<file path="src/rtl/cpu_irq_pkg.sv">
package cpu_irq_pkg;
    localparam int REG_W = 8;

    // status bit positions (read side of the shared port)
    localparam int ST_LID_LVL  = 7;
    localparam int ST_WAKE     = 6;
    localparam int ST_LID_EDGE = 5;
    localparam int ST_UART     = 4;
    localparam int ST_BATT     = 3;
    localparam int ST_KBD      = 2;
    localparam int ST_TIME     = 0;

    // enable bit positions (write side of the shared port)
    localparam int EN_SNOOZE = 7;
    localparam int EN_WAKE   = 6;
    localparam int EN_LID    = 5;
    localparam int EN_UART   = 4;
    localparam int EN_BATT   = 3;
    localparam int EN_KBD    = 2;
    localparam int EN_RTC    = 1;
    localparam int EN_GLOBAL = 0;

    localparam logic [REG_W-1:0] LATCH_MASK =
        (8'd1 << ST_WAKE) | (8'd1 << ST_LID_EDGE) | (8'd1 << ST_BATT) | (8'd1 << ST_KBD);

    localparam int N_PAIRS = 6;

    typedef enum logic [0:0] {
        IRQ_IDLE   = 1'b0,
        IRQ_RAISED = 1'b1
    } irq_state_e;

    typedef enum logic [1:0] {
        NMI_IDLE = 2'd0,
        NMI_FIRE = 2'd1,
        NMI_HOLD = 2'd2
    } nmi_state_e;
endpackage

</file>
<file path="src/rtl/cpu_irq_bus.sv">
module cpu_irq_bus
    import cpu_irq_pkg::*;
#(
    parameter int                ADDR_W   = 8,
    parameter logic [ADDR_W-1:0] EN_PORT  = 'h40,
    parameter logic [ADDR_W-1:0] ACK_PORT = 'h41
) (
    input  logic              clk,
    input  logic              rst,
    input  logic [ADDR_W-1:0] io_addr,
    input  logic              io_wr,
    input  logic              io_rd,
    input  logic [REG_W-1:0]  io_wdata,
    input  logic [REG_W-1:0]  status,
    output logic [REG_W-1:0]  io_rdata,
    output logic [REG_W-1:0]  en_q,
    output logic              ack_stb,
    output logic [REG_W-1:0]  ack_clr
);
    logic en_hit;
    logic rd_hit;

    always_comb begin
        en_hit  = io_wr && (io_addr == EN_PORT);
        ack_stb = io_wr && (io_addr == ACK_PORT);
        rd_hit  = io_rd && (io_addr == EN_PORT);
    end

    always_ff @(posedge clk) begin
        if (rst) begin
            en_q <= '0;
        end else if (en_hit) begin
            en_q <= io_wdata;
        end
    end

    // only the latched positions can be cleared
    always_comb begin
        ack_clr  = ack_stb ? (io_wdata & LATCH_MASK) : '0;
        io_rdata = rd_hit ? status : '0;
    end
endmodule

</file>
<file path="src/rtl/cpu_irq_src_or.sv">
module cpu_irq_src_or #(
    parameter int N = 4
) (
    input  logic [N-1:0] evt,
    input  logic [N-1:0] mask,
    output logic         hit
);
    always_comb hit = |(evt & mask);
endmodule

</file>
<file path="src/rtl/cpu_irq_status.sv">
module cpu_irq_status
    import cpu_irq_pkg::*;
#(
    parameter int NCOL = 8
) (
    input  logic             clk,
    input  logic             rst,
    input  logic             lid_open,
    input  logic             coma,
    input  logic             snooze,
    input  logic             addr_hi,
    input  logic             batt_low,
    input  logic [NCOL-1:0]  kbd_col_n,
    input  logic             uart_live,
    input  logic             time_live,
    input  logic [REG_W-1:0] ack_clr,
    output logic [REG_W-1:0] status
);
    logic             lid_q;
    logic [REG_W-1:0] set_v;
    logic [REG_W-1:0] latch_q;

    always_ff @(posedge clk) begin
        if (rst) begin
            lid_q <= 1'b0;
        end else begin
            lid_q <= lid_open;
        end
    end

    always_comb begin
        set_v              = '0;
        set_v[ST_WAKE]     = coma & addr_hi;
        set_v[ST_LID_EDGE] = lid_open & ~lid_q;
        set_v[ST_BATT]     = batt_low;
        set_v[ST_KBD]      = (snooze | coma) & ~(&kbd_col_n);
    end

    // a set at the same edge as a clear wins
    always_ff @(posedge clk) begin
        if (rst) begin
            latch_q <= '0;
        end else begin
            latch_q <= (set_v | (latch_q & ~ack_clr)) & LATCH_MASK;
        end
    end

    always_comb begin
        status              = latch_q;
        status[ST_LID_LVL]  = lid_open;
        status[ST_UART]     = uart_live;
        status[ST_TIME]     = time_live;
    end
endmodule

</file>
<file path="src/rtl/cpu_irq_req_fsm.sv">
module cpu_irq_req_fsm
    import cpu_irq_pkg::*;
(
    input  logic             clk,
    input  logic             rst,
    input  logic [REG_W-1:0] status,
    input  logic [REG_W-1:0] en_q,
    output logic             irq_n
);
    irq_state_e           state_q;
    irq_state_e           state_d;
    logic [N_PAIRS-1:0]   pair;
    logic                 req;

    always_comb begin
        pair[0] = status[ST_WAKE]     & en_q[EN_WAKE];
        pair[1] = status[ST_LID_EDGE] & en_q[EN_LID];
        pair[2] = status[ST_UART]     & en_q[EN_UART];
        pair[3] = status[ST_BATT]     & en_q[EN_BATT];
        pair[4] = status[ST_KBD]      & en_q[EN_KBD];
        pair[5] = status[ST_TIME]     & en_q[EN_RTC];
        req     = en_q[EN_GLOBAL] & (|pair);
    end

    always_comb begin
        state_d = state_q;
        unique case (state_q)
            IRQ_IDLE:   if (req)  state_d = IRQ_RAISED;
            IRQ_RAISED: if (!req) state_d = IRQ_IDLE;
            default:    state_d = IRQ_IDLE;
        endcase
    end

    always_ff @(posedge clk) begin
        if (rst) begin
            state_q <= IRQ_IDLE;
        end else begin
            state_q <= state_d;
        end
    end

    always_comb irq_n = (state_q != IRQ_RAISED);
endmodule

</file>
<file path="src/rtl/cpu_irq_nmi_fsm.sv">
module cpu_irq_nmi_fsm
    import cpu_irq_pkg::*;
#(
    parameter int NCRIT = 3
) (
    input  logic             clk,
    input  logic             rst,
    input  logic [NCRIT-1:0] crit_evt,
    output logic             nmi_n
);
    logic [NCRIT-1:0] crit_q;
    logic             rise;
    nmi_state_e       state_q;
    nmi_state_e       state_d;

    always_ff @(posedge clk) begin
        if (rst) begin
            crit_q <= '0;
        end else begin
            crit_q <= crit_evt;
        end
    end

    always_comb rise = |(crit_evt & ~crit_q);

    always_comb begin
        state_d = state_q;
        unique case (state_q)
            NMI_IDLE: if (rise) state_d = NMI_FIRE;
            NMI_FIRE: state_d = rise ? NMI_HOLD : NMI_IDLE;
            NMI_HOLD: state_d = NMI_FIRE;
            default:  state_d = NMI_IDLE;
        endcase
    end

    always_ff @(posedge clk) begin
        if (rst) begin
            state_q <= NMI_IDLE;
        end else begin
            state_q <= state_d;
        end
    end

    always_comb nmi_n = (state_q != NMI_FIRE);
endmodule

</file>
<file path="src/rtl/cpu_irq_ctrl.sv">
module cpu_irq_ctrl
    import cpu_irq_pkg::*;
#(
    parameter int                ADDR_W   = 8,
    parameter logic [ADDR_W-1:0] EN_PORT  = 'h40,
    parameter logic [ADDR_W-1:0] ACK_PORT = 'h41,
    parameter int                NCOL     = 8,
    parameter int                NCRIT    = 3,
    parameter int                UART_SRC = 4,
    parameter int                RTC_SRC  = 3
) (
    input  logic                clk,
    input  logic                rst,
    input  logic [ADDR_W-1:0]   io_addr,
    input  logic                io_wr,
    input  logic                io_rd,
    input  logic [7:0]          io_wdata,
    output logic [7:0]          io_rdata,
    input  logic                lid_open,
    input  logic                coma,
    input  logic                snooze,
    input  logic                addr_hi,
    input  logic                batt_low,
    input  logic [NCOL-1:0]     kbd_col_n,
    input  logic [UART_SRC-1:0] uart_evt,
    input  logic [UART_SRC-1:0] uart_mask,
    input  logic [RTC_SRC-1:0]  rtc_evt,
    input  logic [RTC_SRC-1:0]  rtc_mask,
    input  logic [NCRIT-1:0]    crit_evt,
    output logic                irq_n,
    output logic                nmi_n,
    output logic                snooze_on_kbd_read
);
    logic [REG_W-1:0] en_q;
    logic [REG_W-1:0] status;
    logic [REG_W-1:0] ack_clr;
    logic             ack_stb;
    logic             uart_live;
    logic             time_live;

    cpu_irq_bus #(
        .ADDR_W  (ADDR_W),
        .EN_PORT (EN_PORT),
        .ACK_PORT(ACK_PORT)
    ) u_bus (
        .clk     (clk),
        .rst     (rst),
        .io_addr (io_addr),
        .io_wr   (io_wr),
        .io_rd   (io_rd),
        .io_wdata(io_wdata),
        .status  (status),
        .io_rdata(io_rdata),
        .en_q    (en_q),
        .ack_stb (ack_stb),
        .ack_clr (ack_clr)
    );

    cpu_irq_src_or #(.N(UART_SRC)) u_uart_or (
        .evt (uart_evt),
        .mask(uart_mask),
        .hit (uart_live)
    );

    cpu_irq_src_or #(.N(RTC_SRC)) u_rtc_or (
        .evt (rtc_evt),
        .mask(rtc_mask),
        .hit (time_live)
    );

    cpu_irq_status #(.NCOL(NCOL)) u_status (
        .clk      (clk),
        .rst      (rst),
        .lid_open (lid_open),
        .coma     (coma),
        .snooze   (snooze),
        .addr_hi  (addr_hi),
        .batt_low (batt_low),
        .kbd_col_n(kbd_col_n),
        .uart_live(uart_live),
        .time_live(time_live),
        .ack_clr  (ack_clr),
        .status   (status)
    );

    cpu_irq_req_fsm u_req (
        .clk   (clk),
        .rst   (rst),
        .status(status),
        .en_q  (en_q),
        .irq_n (irq_n)
    );

    cpu_irq_nmi_fsm #(.NCRIT(NCRIT)) u_nmi (
        .clk     (clk),
        .rst     (rst),
        .crit_evt(crit_evt),
        .nmi_n   (nmi_n)
    );

    always_comb snooze_on_kbd_read = en_q[EN_SNOOZE];
endmodule

</file>
<file path="config.mk">
export PLATFORM = sky130hd
export DESIGN_NAME = cpu_irq_ctrl
export DESIGN_NICKNAME = d
export VERILOG_FILES = /design/src/rtl/cpu_irq_pkg.sv /design/src/rtl/cpu_irq_bus.sv /design/src/rtl/cpu_irq_src_or.sv /design/src/rtl/cpu_irq_status.sv /design/src/rtl/cpu_irq_req_fsm.sv /design/src/rtl/cpu_irq_nmi_fsm.sv /design/src/rtl/cpu_irq_ctrl.sv
export SDC_FILE = /design/constraint.sdc
export NUM_CORES = 1
export LEC_CHECK = 0
export ABC_AREA = 1
export CORE_MARGIN = 2
export CORE_UTILIZATION = 40
export DETAILED_ROUTE_END_ITERATION = 6
export GPL_TIMING_DRIVEN = 0
export PLACE_DENSITY_LB_ADDON = 0.2
export SKIP_LAST_GASP = 1
export SYNTH_ARGS = -nofsm -noshare
export SYNTH_HDL_FRONTEND = slang
export SYNTH_HIERARCHICAL = 1
export SYNTH_SLANG_ARGS = --single-unit
</file>
<file path="constraint.sdc">
create_clock -name clk -period 2.8 [get_ports clk]
set_input_delay 0.56 -clock clk [delete_from_list [all_inputs] [get_ports clk]]
set_output_delay 0.56 -clock clk [all_outputs]
set_load 0.005 [all_outputs]
</file>
After elaboration in Yosys (flattened, before gate mapping):

Cells that the tools add are included.
Widths: inputs -> output; s select.

* equality and inequality tests: 6
* multiplexer cells: 6
* bitwise operators: 21
* reduce and logical (&&, ||, !) cells: 9

Operators with widths (count)
* $eq 8x7->1 const B: 2
* $and 1x1->1: 10
* $mux 8: 1
* $reduce_and 8->1: 1
* $and 7x7->7: 1
* $mux 7: 1
* $not 7->7: 1
* $or 7x7->7: 1
* $and 3x3->3: 2
* $pmux 2 s3: 1
* $reduce_or 3->1: 2
* $reduce_or 6->1: 1
* $and 4x4->4: 1
* $mux 2: 2
* $ne 2x1->1 const B: 2
* $reduce_or 4->1: 1
* $logic_and 1x1->1: 3
* $not 1->1: 3
* $not 3->3: 1
* $eq 2x1->1 const B: 1
* $eq 2x2->1 const B: 1
* $logic_not 2->1: 1
* $mux 1: 1
* $or 1x1->1: 1

* flip-flop bits (word level): 19
* bits of input ports: 50
* output and inout bits: 11
* word-level logic and storage cells: 48

Logic depth before layout (Yosys ltp):

* word-level depth: 6
* mapped depth: 9
* mapped depth without buffers: 9

Hierarchy:

The synthesis kept the hierarchy.

By module, submodules not included
* cpu_irq_bus: times used 1, cells an instance 91, area an instance 539.3 µm², sequential area each 160.2 µm²
* cpu_irq_status: times used 1, cells an instance 35, area an instance 239.0 µm², sequential area each 100.1 µm²
* cpu_irq_nmi_fsm: times used 1, cells an instance 27, area an instance 192.7 µm², sequential area each 100.1 µm²
* cpu_irq_req_fsm: times used 1, cells an instance 16, area an instance 77.6 µm², sequential area each 20.0 µm²
* cpu_irq_src_or (u_uart_or): times used 1, cells an instance 9, area an instance 33.8 µm², sequential area each 0.0 µm²
* cpu_irq_src_or (u_rtc_or): times used 1, cells an instance 4, area an instance 16.3 µm², sequential area each 0.0 µm²

Worst setup path before layout:

No wires, ideal clock.

* path type: input-to-output
* from: input port io_addr[3]
* to: output port io_rdata[0]
* data arrival time: 1.208 ns
* path slack: 1.032 ns
* stages: 5
* cells stage by stage: nor2_2 nand2_2 nor2_4 nand2_1 nor2_1

* longest elaborated chain between the ends: 3

RTL lines
* start: declaration: line cpu_irq_ctrl.sv:14 `input logic [ADDR_W-1:0] io_addr,`
* $eq 8x7->1: line cpu_irq_bus.sv:26 `rd_hit = io_rd && (io_addr == EN_PORT);`
* $logic_and 1x1->1: line cpu_irq_bus.sv:26
* $mux 8: line cpu_irq_bus.sv:40 `io_rdata = rd_hit ? status : '0;`
* end: declaration: line cpu_irq_ctrl.sv:18 `output logic [7:0] io_rdata,`

No other way between the ends.

Worst setup path after layout:

* from: input port io_addr[6]
* to: output port io_rdata[3]

Same word-level chain as after synthesis.

==> reports/qor.csv <==
metric,value,unit
Max Cap Viol,0,
HP Class,register to register,
Die X-Extent,55.50,um
sequence of cells on the critical path,clkdlybuf4s50_1 -> inv_1 -> nor2_1 -> nand2_1 -> nor2_4 -> nand2_4 -> nor2_1 -> clkdlybuf4s50_1,
Net Switching,129.3,uW
total negative slack,0,ps
number of nets with antenna violations after routing,0,
CTS Sinks,19,
Yosys warning total,6,
Critical Path End Type,output port,
Critical Path AT,2090,ps
leakage power,0.0008660,uW
detailed-placement wirelength estimate,1801,um
drt wl/cell,8.399,um
post-synthesis area per instance,6.029,um^2
Fin. Hold Viols,0,
RSZ-0062 raised after global routing,no,
Setup Skew,2.041,ps
most frequent cells in the layout,"clkdlybuf4s50_1 (57), nand2_1 (43), inv_1 (40)",
Initial Util,42.44,%
fin cells,273,
CTS buffer count,3,
WS Path Type,input port to output port,
Max Root-Sink Buffers,2,
Int Power,419.1,uW
total gr overflow,0,
Switching Fraction,23.58,%
Startpoint Class,input port,
Clock transition at path regs,100,ps
fin util,70.12,%
"Area growth, synth to finish",65.21,%
Mapped Cells,176,
Vias/cell,4.223,
combinational share of power,23.1,%
initial antenna violation count,0,
total power,548.4,uW
CTS tree,built,
Slowest cell on crit path,clkdlybuf4s50_1,
H-tree depth,1,
period utilization,94.80,%
CTS Root Cell,clkbuf_4,
placed cells,264,
max incr delay on CP,500,ps
setup violators final,0,
ant diodes,0,
largest net degree at the start of global routing,12,
I/O Pins,61,
Worst EP required,2240,ps
PortBufs,58,
share of layout cells above drive strength 1,9.465,%
"commonest non-fill, non-tap cell in the layout",clkdlybuf4s50_1,
first-pass GRT wire length,4119,um
Crit Path Max Fanout,8,
routability cong.,0.7962,
die height,55.50,um
initial DRC count,22,
final wirelength,2293,um
insertion delay to the later sink of the worst-skew pair,290,ps
synthesized area,1061,um^2
drt drc,0,
Vias,1153,
part of the power in registers,51.9,%
status,"finished, final reports clean",
power density over cell area,312.8,nW/um^2
row cnt,18,
Layout Nets,294,
vias in the first global route,1078,
Clock Power Share,25.0,%
die area,3080,um^2
Peak Freq,376.7,MHz
CTS Hold Bufs,0,
gr usage total,15.90,%
Mapped Nets,226,
first drt pass iteration count,3,
fin crit period,2654,ps
Worst VDD drop,0.3532,mV
CP top delay family,buffers and inverters,
CP bufs+invs,3,
core area,2500,um^2
Final Max Slew Viols,0,
-- layer usage --
metal	vias up	GRT usage (%)	routed length [um]
li1	642	-	-
met1	469	19.22	1038
met2	40	27.55	1071
met3	2	5.152	167
met4	0	3.136	15
met5	-	0	0
-- power by group through the flow --
stage                     Combinational (uW)  Sequential, uW  Clock, uW
after detailed placement                 126             291          0
final                                    127             285        137
after global routing                     142             286        149
after floorplan                         47.6             290          0
after CTS                                127             285        141
after global placement                   125             291          0
-- what timing repair did --
item                       4_1_cts  5_1_grt
buffers inserted                 0        5
setup endpoints to repair        7        7
cloned                           0        0
gates resized for setup          1        2
pin swaps                        0        1
-- final cells by class --
class	count	area, um^2
plain buffers	7	57.56
clock buffers	4	26.28
fillers	203	747.0
inverters	40	150.1
multi-input cells	110	480.5
flip-flops and latches	19	380.4
well taps	30	37.54
repair buffers	63	620.6
-- path summary, 6_finish.rpt --
path              depth (start not counted)  slack (ps)            end           startpoint
setup / recovery                          8         150    io_rdata[3]           io_addr[6]
hold / removal                            2         450  u_req/state_q        u_bus/en_q[0]
setup reg to reg                          4        2030  u_req/state_q  u_status/latch_q[5]
hold reg to reg                           2         450  u_req/state_q        u_bus/en_q[0]
-- stage by stage --
stage	hold slack, ps	cell area [um^2]	worst slack (ps)
floorplan	418.6	1061	1032
global placement	429.9	1679	-84.96
detailed placement	432.7	1679	-98.18
CTS	447.8	1708	1.723
global route	474.7	1753	3.040
finish	446.4	1753	145.5
-- tightest hold or removal path, cell delays in order (launching register included) --
cell     delay (ps)
dfxtp_1         320
nand2_1          60
a21oi_1          40
-- flip-flops by register name, summed over array words and instances, names as in the netlist --
| signal | cells |
|---|---|
| u_status/lid_q | 1 |
| u_nmi/state_q | 2 |
| u_nmi/crit_q | 3 |
| u_status/latch_q | 4 |
| u_bus/en_q | 8 |
| u_req/state_q | 1 |
(Power assumes the default switching activity.)
